## src/rtl/pwcap_pkg.sv

```systemverilog
package pwcap_pkg;

    typedef enum logic [1:0] {
        EDGE_RISE     = 2'b00,
        EDGE_FALL     = 2'b01,
        EDGE_BOTH     = 2'b10,
        EDGE_BOTH_ALT = 2'b11
    } edge_mode_e;

    localparam int unsigned REG_ADDR_W = 2;

    localparam logic [REG_ADDR_W-1:0] ADDR_CTRL = 2'd0;
    localparam logic [REG_ADDR_W-1:0] ADDR_STAT = 2'd1;
    localparam logic [REG_ADDR_W-1:0] ADDR_HCAP = 2'd2;
    localparam logic [REG_ADDR_W-1:0] ADDR_LCAP = 2'd3;

    // ctrl field positions
    localparam int unsigned CTRL_EN_BIT   = 0;
    localparam int unsigned CTRL_MODE_LO  = 1;
    localparam int unsigned CTRL_CAPM_BIT = 3;
    localparam int unsigned CTRL_TMOM_BIT = 4;
    localparam int unsigned CTRL_FLT_LO   = 5;

endpackage

```

## src/rtl/pwcap_filter.sv

```systemverilog
module pwcap_filter #(
    parameter int unsigned LEN_W = 3
) (
    input  logic             clk,
    input  logic             rst_n,
    input  logic             din,
    input  logic [LEN_W-1:0] min_len,
    output logic             level,
    output logic             sync_lvl
);

    typedef struct packed {
        logic             s1;
        logic             s2;
        logic             lvl;
        logic [LEN_W-1:0] run;
    } filt_state_t;

    filt_state_t st_d, st_q;

    always_comb begin
        st_d    = st_q;
        st_d.s1 = din;
        st_d.s2 = st_q.s1;
        if (st_q.s2 == st_q.lvl) begin
            st_d.run = '0;
        end else if (st_q.run == min_len) begin
            // held for min_len+1 clocks: accept the new level
            st_d.lvl = st_q.s2;
            st_d.run = '0;
        end else begin
            st_d.run = st_q.run + 1'b1;
        end
    end

    always_ff @(posedge clk or negedge rst_n) begin
        if (!rst_n) st_q <= '0;
        else        st_q <= st_d;
    end

    assign level    = st_q.lvl;
    assign sync_lvl = st_q.s2;

endmodule

```

## src/rtl/pwcap_edge.sv

```systemverilog
module pwcap_edge
    import pwcap_pkg::*;
(
    input  logic       clk,
    input  logic       rst_n,
    input  logic       level,
    input  edge_mode_e mode,
    output logic       rise,
    output logic       fall,
    output logic       qual
);

    typedef struct packed {
        logic prev;
    } edge_state_t;

    edge_state_t st_d, st_q;

    always_comb begin
        st_d      = st_q;
        st_d.prev = level;
        rise      = level & ~st_q.prev;
        fall      = ~level & st_q.prev;
        unique case (mode)
            EDGE_RISE: qual = rise;
            EDGE_FALL: qual = fall;
            default:   qual = rise | fall;
        endcase
    end

    always_ff @(posedge clk or negedge rst_n) begin
        if (!rst_n) st_q <= '0;
        else        st_q <= st_d;
    end

endmodule

```

## src/rtl/pwcap_counter.sv

```systemverilog
module pwcap_counter #(
    parameter int unsigned CNT_W = 8
) (
    input  logic             clk,
    input  logic             rst_n,
    input  logic             en,
    input  logic             edge_hit,
    output logic [CNT_W-1:0] count,
    output logic             running,
    output logic             capture,
    output logic             timeout
);

    localparam logic [CNT_W-1:0] FULL = '1;

    typedef struct packed {
        logic             run;
        logic [CNT_W-1:0] cnt;
    } cnt_state_t;

    cnt_state_t st_d, st_q;

    always_comb begin
        st_d    = st_q;
        capture = 1'b0;
        timeout = 1'b0;
        if (!en) begin
            st_d.run = 1'b0;
            st_d.cnt = FULL;
        end else if (!st_q.run) begin
            // armed: hold full until the first qualifying edge
            st_d.cnt = FULL;
            if (edge_hit) st_d.run = 1'b1;
        end else if (edge_hit) begin
            capture  = 1'b1;
            st_d.cnt = FULL;
        end else if (st_q.cnt == '0) begin
            timeout  = 1'b1;
            st_d.run = 1'b0;
            st_d.cnt = FULL;
        end else begin
            st_d.cnt = st_q.cnt - 1'b1;
        end
    end

    always_ff @(posedge clk or negedge rst_n) begin
        if (!rst_n) begin
            st_q.run <= 1'b0;
            st_q.cnt <= FULL;
        end else begin
            st_q <= st_d;
        end
    end

    assign count   = st_q.cnt;
    assign running = st_q.run;

endmodule

```

## src/rtl/pwcap_timer.sv

```systemverilog
module pwcap_timer
    import pwcap_pkg::*;
#(
    parameter int unsigned CNT_W  = 8,
    parameter int unsigned FILT_W = 3,
    parameter int unsigned DATA_W = 8
) (
    input  logic                  clk,
    input  logic                  rst_n,
    input  logic                  sig_in,
    input  logic                  wr_en,
    input  logic [REG_ADDR_W-1:0] wr_addr,
    input  logic [DATA_W-1:0]     wr_data,
    input  logic [REG_ADDR_W-1:0] rd_addr,
    output logic [DATA_W-1:0]     rd_data,
    output logic [CNT_W-1:0]      hi_cap,
    output logic [CNT_W-1:0]      lo_cap,
    output logic                  cap_irq,
    output logic                  tmo_flag,
    output logic                  tmo_irq
);

    typedef struct packed {
        logic [DATA_W-1:0] ctrl;
        logic              cap_f;
        logic              tmo_f;
        logic [CNT_W-1:0]  hcap;
        logic [CNT_W-1:0]  lcap;
    } regs_t;

    regs_t r_d, r_q;

    logic              en_w;
    logic              cap_mask_w;
    logic              tmo_mask_w;
    edge_mode_e        mode_w;
    logic [FILT_W-1:0] min_len_w;
    logic              filt_lvl;
    logic              sync_lvl;
    logic              rise;
    logic              fall;
    logic              qual;
    logic [CNT_W-1:0]  count;
    logic              running;
    logic              capture;
    logic              timeout;

    assign en_w       = r_q.ctrl[CTRL_EN_BIT];
    assign cap_mask_w = r_q.ctrl[CTRL_CAPM_BIT];
    assign tmo_mask_w = r_q.ctrl[CTRL_TMOM_BIT];
    assign mode_w     = edge_mode_e'(r_q.ctrl[CTRL_MODE_LO +: 2]);
    assign min_len_w  = r_q.ctrl[CTRL_FLT_LO +: FILT_W];

    pwcap_filter #(.LEN_W(FILT_W)) u_filter (
        .clk      (clk),
        .rst_n    (rst_n),
        .din      (sig_in),
        .min_len  (min_len_w),
        .level    (filt_lvl),
        .sync_lvl (sync_lvl)
    );

    pwcap_edge u_edge (
        .clk   (clk),
        .rst_n (rst_n),
        .level (filt_lvl),
        .mode  (mode_w),
        .rise  (rise),
        .fall  (fall),
        .qual  (qual)
    );

    pwcap_counter #(.CNT_W(CNT_W)) u_counter (
        .clk      (clk),
        .rst_n    (rst_n),
        .en       (en_w),
        .edge_hit (qual),
        .count    (count),
        .running  (running),
        .capture  (capture),
        .timeout  (timeout)
    );

    always_comb begin
        r_d = r_q;
        if (wr_en && wr_addr == ADDR_CTRL) begin
            r_d.ctrl = wr_data;
        end
        if (wr_en && wr_addr == ADDR_STAT) begin
            if (wr_data[0]) r_d.cap_f = 1'b0;
            if (wr_data[1]) r_d.tmo_f = 1'b0;
        end
        // events take priority over a clear in the same clock
        if (capture) begin
            r_d.cap_f = 1'b1;
            if (fall) r_d.hcap = count;
            else      r_d.lcap = count;
        end
        if (timeout) begin
            r_d.tmo_f = 1'b1;
        end
    end

    always_ff @(posedge clk or negedge rst_n) begin
        if (!rst_n) r_q <= '0;
        else        r_q <= r_d;
    end

    always_comb begin
        unique case (rd_addr)
            ADDR_CTRL: rd_data = r_q.ctrl;
            ADDR_STAT: rd_data = DATA_W'({r_q.tmo_f, r_q.cap_f});
            ADDR_HCAP: rd_data = DATA_W'(r_q.hcap);
            default:   rd_data = DATA_W'(r_q.lcap);
        endcase
    end

    assign hi_cap   = r_q.hcap;
    assign lo_cap   = r_q.lcap;
    assign tmo_flag = r_q.tmo_f;
    assign cap_irq  = r_q.cap_f & cap_mask_w;
    assign tmo_irq  = r_q.tmo_f & tmo_mask_w;

endmodule

```

## config.mk

```make
export PLATFORM = sky130hd
export DESIGN_NAME = pwcap_timer
export DESIGN_NICKNAME = d
export VERILOG_FILES = /design/src/rtl/pwcap_pkg.sv /design/src/rtl/pwcap_filter.sv /design/src/rtl/pwcap_edge.sv /design/src/rtl/pwcap_counter.sv /design/src/rtl/pwcap_timer.sv
export SDC_FILE = /design/constraint.sdc
export NUM_CORES = 1
export LEC_CHECK = 0
export BUFFER_PORTS_ARGS = -buffer_cell sky130_fd_sc_hd__buf_4
export CORE_UTILIZATION = 54
export DETAILED_ROUTE_END_ITERATION = 8
export GPL_TIMING_DRIVEN = 0
export PLACE_DENSITY = 0.79
export SLEW_MARGIN = 15
export SYNTH_ARGS = -nofsm -noshare
export SYNTH_HDL_FRONTEND = slang
export SYNTH_SLANG_ARGS = --single-unit
```

## constraint.sdc

```tcl
create_clock -name clk -period 2.62 [get_ports clk]
set_clock_uncertainty 0.2 [all_clocks]
set_input_delay 0.262 -clock clk [delete_from_list [all_inputs] [get_ports clk]]
set_output_delay 0.262 -clock clk [all_outputs]
set_load 0.005 [all_outputs]
```

==> out/metrics.csv <==
stage,metric,value,unit
drt,totalWireLength,4.39,mm
floorplan,rows,22,
drt,drc,0,
placement,gp_congestion,0.833,
logic_synthesis,synthSimpleGateAreaFrac,10.2,%
sta,finalCriticalPeriod,2.19,ns
cts,insertion_delay,0.29,ns
critical_path,setup.worst_path.end_class,flip-flop,
floorplan,design.core.area,3740,µm²
cts,clk_pin_slew_worst_paths,0.08,ns
drt,wl_per_cell,16.2,µm
global_routing,grt_pass1_wl,7.35,mm
cts,post_cts.repair.setup_buffers,0,
cts,hold_buffers,5,
critical_path,r2r_start,u_filter.level$_DFFE_PN0P_,
sta,maxSlewHeadroom,54.0,%
logic_synthesis,synth_compound_area_share,6.71,%
final_layout,layout-area-overhead-vs-synth,25.2,%
logic_synthesis,syn-num-nets,188,
critical_path,critPathLaunch,u_filter.level$_DFFE_PN0P_,
sta,whs,0.00448,ns
cts,cts-root-buf,clkbuf_8,
final_layout,fin_area,2680,µm²
logic_synthesis,synth_edf_count,0,
drt,routed_via_density,5.42,
logic_synthesis,synthXorXnorAreaFrac,2.86,%
logic_synthesis,synth-seq-area-share,49.5,%
logic_synthesis,ys_warn_count,0,
logic_synthesis,synth_top_area_share,39.7,%
cts,cts_buffer_depth,2,
min_path,holdCritPathClass,in -> reg,
logic_synthesis,synth_cell_types,35,
sta,setup_violations,0,
critical_path,regToRegSetupSlack,0.43,ns
critical_path,r2r-end,hi_cap[6]$_DFFE_PN0P_,
floorplan,dieArea,4230,µm²
placement,dp_hpwl,3.08,mm
floorplan,ios,43,
global_routing,grt_start_max_net_pins,43,
cts,tritoncts,built,
drt,drt_iter0_markers,39,
global_routing,track_usage,23.8,%
status,status,finished clean,
critical_path,crit_end,hi_cap[6]$_DFFE_PN0P_,
power,power.leakage,1.22,nW
critical_path,rr_worst_depth,6,
logic_synthesis,synth_top_area_cell,dfrtp_1,
logic_synthesis,muxShareOfSynthArea,20.5,%
power,power.density,962,nW/µm²
job,cap_violations,0,
cts,cts_buffers,5,
sta,rsz0062_at_grt,no,
drt,num_vias,1469,
logic_synthesis,synth_fa_ha_area_share,2.34,%
drt,ant_nets,0,
critical_path,worstSetupPathType,reg -> reg,
sta,slew_violations,0,
sta,max_freq,457,MHz
cts,clock-sinks,42,
logic_synthesis,synth_top_family_by_area,multiplexers,
power,p_total,2.58,mW
logic_synthesis,syn_area,2140,µm²
sta,fin_tns_setup,0,ns
logic_synthesis,ys_async_sr_fraction,100,%
logic_synthesis,ys_top_cells_by_area,"dfrtp_1 40%, mux2_2 13%, dfstp_2 9.8%",
floorplan,die_w,65,µm
placement,io_buffers,40,
drt,drt_pre_antenna_iters,4,
power,vdd.ir_drop.worst,0.658,mV
critical_path,arrival,2.16,ns
sta,finalHoldViolCount,0,
sta,period_share,83.5,%
logic_synthesis,ys_ff_latch,42,
global_routing,antenna_found_initial,0,
global_routing,gr-total-overflow,0,
logic_synthesis,syn_avg_cell_area,12.8,µm²
floorplan,initial_utilization,57.3,%
critical_path,critPathMaxFanout,8,
floorplan,die_height,65,µm
placement,placed_area,2500,µm²
logic_synthesis,syn_inst,168,
final_layout,finish.utilization,71.7,%
critical_path,cp.required,2.59,ns
sta,tightest_slew,0.686,ns
cts,cts_resized,0,
critical_path,critPathLaunchType,flip-flop,
final_layout,drive_above_1_share,50.2,%
final_layout,diodes,0,
logic_synthesis,synth_ff_type,dfrtp_1,
cts,cts.htree.levels,2,
global_routing,grt_pass1_vias,1569,
final_layout,nNetsFinal,242,
[synth_stat cells, drive strengths merged, types with 5 or more instances]
| master | instances |
|---|---|
| dfrtp | 34 |
| mux2 | 32 |
| buf | 18 |
| dfstp | 8 |
| a22o | 7 |
| inv | 7 |
| nand3 | 5 |
| nor2 | 5 |
| o21ai | 5 |
[worst max-delay path, cell delays in order (launching register included)]
cell,delay (ns)
dfrtp_1,0.44
inv_1,0.08
ha_1,0.33
nand2_1,0.10
or4b_1,0.46
buf_6,0.17
mux2_4,0.30
[report_power, final]
part | internal [mW] | switching [mW] | total, mW
clock | 0.280 | 0.215 | 0.495
combinational | 0.693 | 0.353 | 1.05
sequential | 0.854 | 0.185 | 1.04
[sequential cells by signal (all words and copies together) (netlist names), 2 cells and up]
name / count
hi_cap: 8
lo_cap: 8
min_len_w: 3
mode_w: 2
r_q: 2
u_counter.count: 8
u_filter.st_q: 3
[per-layer routing]
| layer | vias up | track usage [%] | wire [µm] |
|---|---|---|---|
| met1 | 707 | 28.8 | 1900 |
| met5 | - | 0 | 0 |
| li1 | 697 | - | - |
| met4 | 0 | 10.8 | 59 |
| met2 | 59 | 38.9 | 2160 |
| met3 | 6 | 6.87 | 273 |
[logic make-up after synthesis]
family,count (synthesis)
XOR/XNOR,7
adder cells (fa/ha/maj),4
multiplexers,34
AND/OR/NAND/NOR,36
flip-flops,42
AO/OA/AOI/OAI,18
buffers and inverters,27
[through the flow]
step / std cells / setup WS (ns)
finish: 271 / 0.433
detailed placement: 256 / 0.454
floorplan: 168 / 0.592
global placement: 256 / 0.515
global route: 271 / 0.359
CTS: 269 / 0.439
[cell usage in the layout, fill, tap and decap left out, types with 2 or more instances in the layout]
cell type / synthesis / layout
o21ai_0: 5 / 5
and2_1: 2 / 2
xnor2_1: 3 / 3
or4b_1: 2 / 2
nor3_1: 3 / 3
dfstp_2: 8 / 8
nand2_1: 3 / 3
nand4b_1: 2 / 2
or4_1: 2 / 2
nand3_1: 5 / 5
dfrtp_1: 34 / 34
clkbuf_1: 2 / 2
inv_1: 7 / 7
o31ai_1: 3 / 3
mux2_2: 24 / 24
xor2_1: 4 / 4
clkbuf_8: 0 / 5
nor2_1: 5 / 5
ha_1: 4 / 4
or3_1: 4 / 4
buf_4: 16 / 56
dlygate4sd3_1: 0 / 7
clkinv_2: 0 / 2
nand4_1: 3 / 3
a22o_1: 7 / 7
mux2_4: 8 / 8
[worst min-delay path by stage]
stage,cells past startpoint,startpoint,endpoint
2_1_floorplan,0,rst_n,cap_mask_w$_DFFE_PN0P_
3_3_place_gp,1,rst_n,mode_w[1]$_DFFE_PN0P_
3_5_place_dp,1,rst_n,mode_w[1]$_DFFE_PN0P_
4_1_cts,2,wr_data[0],en_w$_DFFE_PN0P_
5_1_grt,2,wr_data[6],min_len_w[1]$_DFFE_PN0P_
6_report,2,wr_data[0],en_w$_DFFE_PN0P_
[cell type report]
| cell class | count | area, µm² |
|---|---|---|
| fill | 285 | 1060 |
| clock inverter | 3 | 40.0 |
| timing repair buffer | 47 | 370 |
| clock buffer | 5 | 68.8 |
| multi-input combinational | 99 | 912 |
| buffer | 20 | 144 |
| inverter | 7 | 26.3 |
| tap | 48 | 60.1 |
| sequential | 42 | 1060 |
No activity file was read; power rests on OpenSTA's default activity.
